## src/rtl/mclk_ratio_detect.sv

```systemverilog
module mclk_ratio_detect #(
  parameter int TIMEOUT_CYC  = 2048,
  parameter int TOL          = 2,
  parameter int LOCK_PERIODS = 3,
  parameter int OSR_NORMAL   = 128
) (
  input  logic       mclk,
  input  logic       rst_n,
  input  logic       lrclk,
  output logic [2:0] ratio_code,
  output logic       high_rate,
  output logic [7:0] osr,
  output logic       locked
);

  localparam int CW = $clog2(TIMEOUT_CYC + 1);
  localparam int SW = $clog2(LOCK_PERIODS + 1);
  localparam logic [CW-1:0] CNT_MAX = CW'(TIMEOUT_CYC);

  logic [2:0]    sync;
  logic [CW-1:0] cnt;
  logic          armed;
  logic [SW-1:0] streak, nxt_streak;
  logic [2:0]    new_code;
  logic          rise, timeout_evt;

  function automatic logic [2:0] classify(input logic [CW-1:0] n);
    int nom;
    classify = 3'd0;
    for (int i = 1; i <= 6; i++) begin
      nom = ((i % 2) == 1 ? 128 : 192) << ((i - 1) / 2);
      if (int'(n) >= nom - TOL && int'(n) <= nom + TOL) classify = 3'(i);
    end
  endfunction

  assign rise        = sync[1] & ~sync[2];
  assign timeout_evt = armed & ~rise & (cnt == CNT_MAX);
  assign new_code    = classify(cnt);
  assign nxt_streak  = (new_code == 3'd0) ? '0 :
                       (new_code == ratio_code && streak != '0) ?
                         ((streak == SW'(LOCK_PERIODS)) ? streak : streak + SW'(1)) :
                       SW'(1);
  assign high_rate   = (ratio_code == 3'd1) || (ratio_code == 3'd2);
  assign osr         = high_rate ? 8'(OSR_NORMAL / 2) : 8'(OSR_NORMAL);

  always_ff @(posedge mclk or negedge rst_n) begin
    if (!rst_n) begin
      sync       <= '0;
      cnt        <= '0;
      armed      <= 1'b0;
      streak     <= '0;
      ratio_code <= 3'd0;
      locked     <= 1'b0;
    end else begin
      sync <= {sync[1:0], lrclk};
      if (rise) begin
        cnt   <= CW'(1);
        armed <= 1'b1;
        if (armed) begin
          ratio_code <= new_code;
          streak     <= nxt_streak;
          locked     <= (nxt_streak == SW'(LOCK_PERIODS));
        end
      end else begin
        if (cnt != CNT_MAX) cnt <= cnt + CW'(1);
        if (timeout_evt) begin
          armed      <= 1'b0;
          ratio_code <= 3'd0;
          streak     <= '0;
          locked     <= 1'b0;
        end
      end
    end
  end

  AST_CODE_RANGE: assert property (@(posedge mclk) disable iff (!rst_n) ratio_code <= 3'd6);
  AST_CODE_HOLDS: assert property (@(posedge mclk) disable iff (!rst_n)
    (!$past(rise) && !$past(timeout_evt)) |-> $stable(ratio_code));
  AST_LOCK_NEEDS_CODE: assert property (@(posedge mclk) disable iff (!rst_n)
    locked |-> ratio_code != 3'd0);
  AST_CHANGE_UNLOCKS: assert property (@(posedge mclk) disable iff (!rst_n)
    !$stable(ratio_code) |-> !locked);
  AST_LOCK_ON_REPEAT: assert property (@(posedge mclk) disable iff (!rst_n)
    $rose(locked) |-> $stable(ratio_code));
  AST_TIMEOUT_CLEARS: assert property (@(posedge mclk) disable iff (!rst_n)
    $past(timeout_evt) |-> (ratio_code == 3'd0 && !locked));
  AST_FIRST_EDGE_ARMS: assert property (@(posedge mclk) disable iff (!rst_n)
    (rise && !armed) |=> $stable(ratio_code));

endmodule

```

## config.mk

```make
export PLATFORM = sky130hd
export DESIGN_NAME = mclk_ratio_detect
export DESIGN_NICKNAME = d
export VERILOG_FILES = /design/src/rtl/mclk_ratio_detect.sv
export SDC_FILE = /design/constraint.sdc
export NUM_CORES = 1
export LEC_CHECK = 0
export ABC_CLOCK_PERIOD_IN_PS = 2300
export CORE_ASPECT_RATIO = 0.7
export CORE_MARGIN = 1.5
export CORE_UTILIZATION = 56
export DETAILED_ROUTE_END_ITERATION = 8
export DONT_BUFFER_PORTS = 1
export PLACE_DENSITY = 0.77
export REMOVE_ABC_BUFFERS = 1
export SETUP_SLACK_MARGIN = 0.15
export SLEW_MARGIN = 20
export SYNTH_ARGS = -nofsm -noshare
export SYNTH_HDL_FRONTEND = slang
export SYNTH_SLANG_ARGS = --single-unit
```

## constraint.sdc

```tcl
create_clock -name mclk -period 2.3 [get_ports mclk]
set_input_delay 0 -clock mclk [delete_from_list [all_inputs] [get_ports mclk]]
set_output_delay 0 -clock mclk [all_outputs]
set_load 0.02 [all_outputs]
```

==> flow_metrics.tcl <==
set metrics [dict create \
    place_hpwl_mm 1.92 \
    synthesis.instances 148 \
    fin_util_pct 65.5 \
    antenna_found_initial 0 \
    grt_pass1_wl_mm 4.56 \
    path_clk_slew_ps 130 \
    max_cap_violations 0 \
    yosys.area_share.simple_pct 25.2 \
    synth_top_cell_by_area "dfrtp_1" \
    fin_crit_ps 2130 \
    finClkSkew_ps 4.12 \
    end_kind "flop" \
    drt-vias-per-instance 5.93 \
    p_leak_nw 0.625 \
    fp.dieW_um 62.3 \
    yosysTopAreaCellShare_pct 40.0 \
    crit_fanout 8 \
    ant_nets 0 \
    startpoint_type "flop" \
    synthTopCellsByArea "dfrtp_1 (40%), buf_4 (4.9%), nand2_1 (4.4%)" \
    wirelength_mm 2.82 \
    rsz0062_at_grt "yes" \
    ys_types 43 \
    worstPathCellList "nor4_4 > nand4b_1 > a21oi_2 > a211oi_2 > xor2_1 > nand4_1 > a22o_1" \
    tns_ps 0 \
    synth_seq_cells 22 \
    status "complete, no violations" \
    ys_warn_count 0 \
    relSlewSlack_pct 46.6 \
    synth_top_family_by_area "simple AND/OR/NAND/NOR gates" \
    gp_congestion 0.909 \
    synthMuxAreaShare_pct 0.727 \
    cts_buffer_depth 2 \
    yosys-top-cells-count "dfrtp_1 (22), nand2_1 (16), buf_4 (9), nand3_1 (9), nor2_1 (9)" \
    start_util_pct 61.4 \
    crit_path_top_delay_cell "dfrtp_2" \
    fmax_mhz 469 \
    drcViolationCount 0 \
    ys.flop_type "dfrtp_1" \
    numCtsBuffers 3 \
    portBuffers 0 \
    synthAdderAreaFrac_pct 2.72 \
    drv_slew 0 \
    synth-xor-area-share_pct 6.36 \
    grt_pass1_vias 959 \
    crit_type "reg -> reg" \
    drt_iter0_markers 48 \
    crit_required_ps 2520 \
    num_rows 14 \
    grt_max_degree 23 \
    yosysSeqAreaShare_pct 40.0 \
    grt-ovfl-total 0 \
    clockRootBuffer "clkbuf_4" \
    vdd_ir_drop_max_v 0.000519 \
    layout.nets 158 \
    synth_compound_area_share_pct 15.9 \
    chipHeight_um 44.5 \
    setup_viol 0 \
    worstMarginPinSlew_ps 799 \
    io_pins 16 \
    critPathMaxStageDelay_ps 480 \
    cts_tree "done" \
    core_area_um2 2240 \
    netlist_area_um2 1380 \
    period_share_pct 92.8 \
    hold_path_class "in -> async" \
    yosysMostFrequentCell "dfrtp_1" \
    grt_use_total_pct 21.6 \
    drive_gt1_share_pct 19.2 \
    finalHoldViolations 0 \
    power_density_nw_per_um2 690 \
    clock-sinks 22 \
    syn_avg_cell_area_um2 9.31 \
    die_area_um2 2770 \
    ys_async_sr_fraction_pct 100 \
    vias 1086 \
    crit_arrival_ps 2350 \
    drtPass1Iterations 4 \
    diodes 0 \
    area_growth_pct 6.54 \
    clk_latency_ps 320 \
    avgRoutedWirePerCell_um 15.4 \
    synth_edf_count 0 \
    cts_max_level 1 \
    whs_ps 174 \
]
-- worst max-delay path, delay by kind of cell (launching register included) --
family | cells | cell delay (ps)
AND/OR/NAND/NOR | 3 | 790
AO/OA/AOI/OAI | 3 | 520
flip-flops | 1 | 480
XOR/XNOR | 1 | 250
-- registers in the layout, indices dropped and copies added (netlist names) --
signal,cells
cnt,12
ratio_code,3
sync,3
streak,2
armed,1
locked,1
-- final cells by class --
type | instances | area, µm²
clock buffers | 3 | 22.5
clock inverters | 1 | 30.0
fillers | 190 | 774
inverters | 5 | 18.8
multi-input cells | 112 | 737
flip-flops and latches | 22 | 557
well taps | 32 | 40.0
repair buffers | 8 | 62.6
-- routing by layer --
layer	share of wire [%]	GRT usage, %	vias up
li1	-	-	516
met2	46	35.9	58
met3	6.9	5.85	2
met4	0.43	4.89	0
met1	46	29.1	510
met5	0	0	-
-- power by group --
group	internal [mW]	total, mW	switching, mW
registers	0.423	0.492	0.0686
logic	0.104	0.222	0.118
clock network	0.176	0.300	0.123
total	0.703	1.01	0.310
-- logic make-up after synthesis --
| logic type | Yosys count |
|---|---|
| buffers and inverters | 19 |
| other | 1 |
| multiplexers | 1 |
| flip-flops | 22 |
| XOR/XNOR | 10 |
| AO/OA/AOI/OAI | 30 |
| AND/OR/NAND/NOR | 62 |
| adder cells (fa/ha/maj) | 3 |
-- timing repair --
item / CTS / global route
hold buffers: 2 / 1
buffers inserted: 1 / 2
hold endpoints to repair: 23 / 22
pin swaps: 3 / 5
endpoints found under the setup margin: 3 / 3
gates resized for setup: 2 / 5
-- cell usage in the layout, fill, tap and decap left out, types with 6 or more instances in the layout --
master and instances:
a21oi_1 8, nand3_1 9, nand2_1 16, nor2_1 9, conb_1 6, o21ai_0 8
dfrtp_1 17
-- stage by stage --
stage | power [mW] | cell area (µm²) | setup slack (ps) | std cells
after floorplan | 0.616 | 1290 | 407 | 139
after global placement | 0.647 | 1350 | 160 | 173
after detailed placement | 0.663 | 1350 | 105 | 173
after CTS | 0.966 | 1430 | 174 | 180
after global routing | 1.06 | 1470 | 69.4 | 183
final | 1.01 | 1470 | 166 | 183
-- path summary, 6_finish.rpt --
kind | from | end | slack, ps | cells past startpoint
min reg2reg | sync[0] | sync[1] | 370 | 0
min in group mclk | lrclk | sync[0] | 230 | 1
min | rst_n | cnt[6] | 170 | 2
max | cnt[2] | streak[0] | 170 | 7
max in group asynchronous | rst_n | cnt[1] | 1780 | 2
max reg2reg | cnt[2] | streak[0] | 170 | 7
No activity file was read; power rests on OpenSTA's default activity.
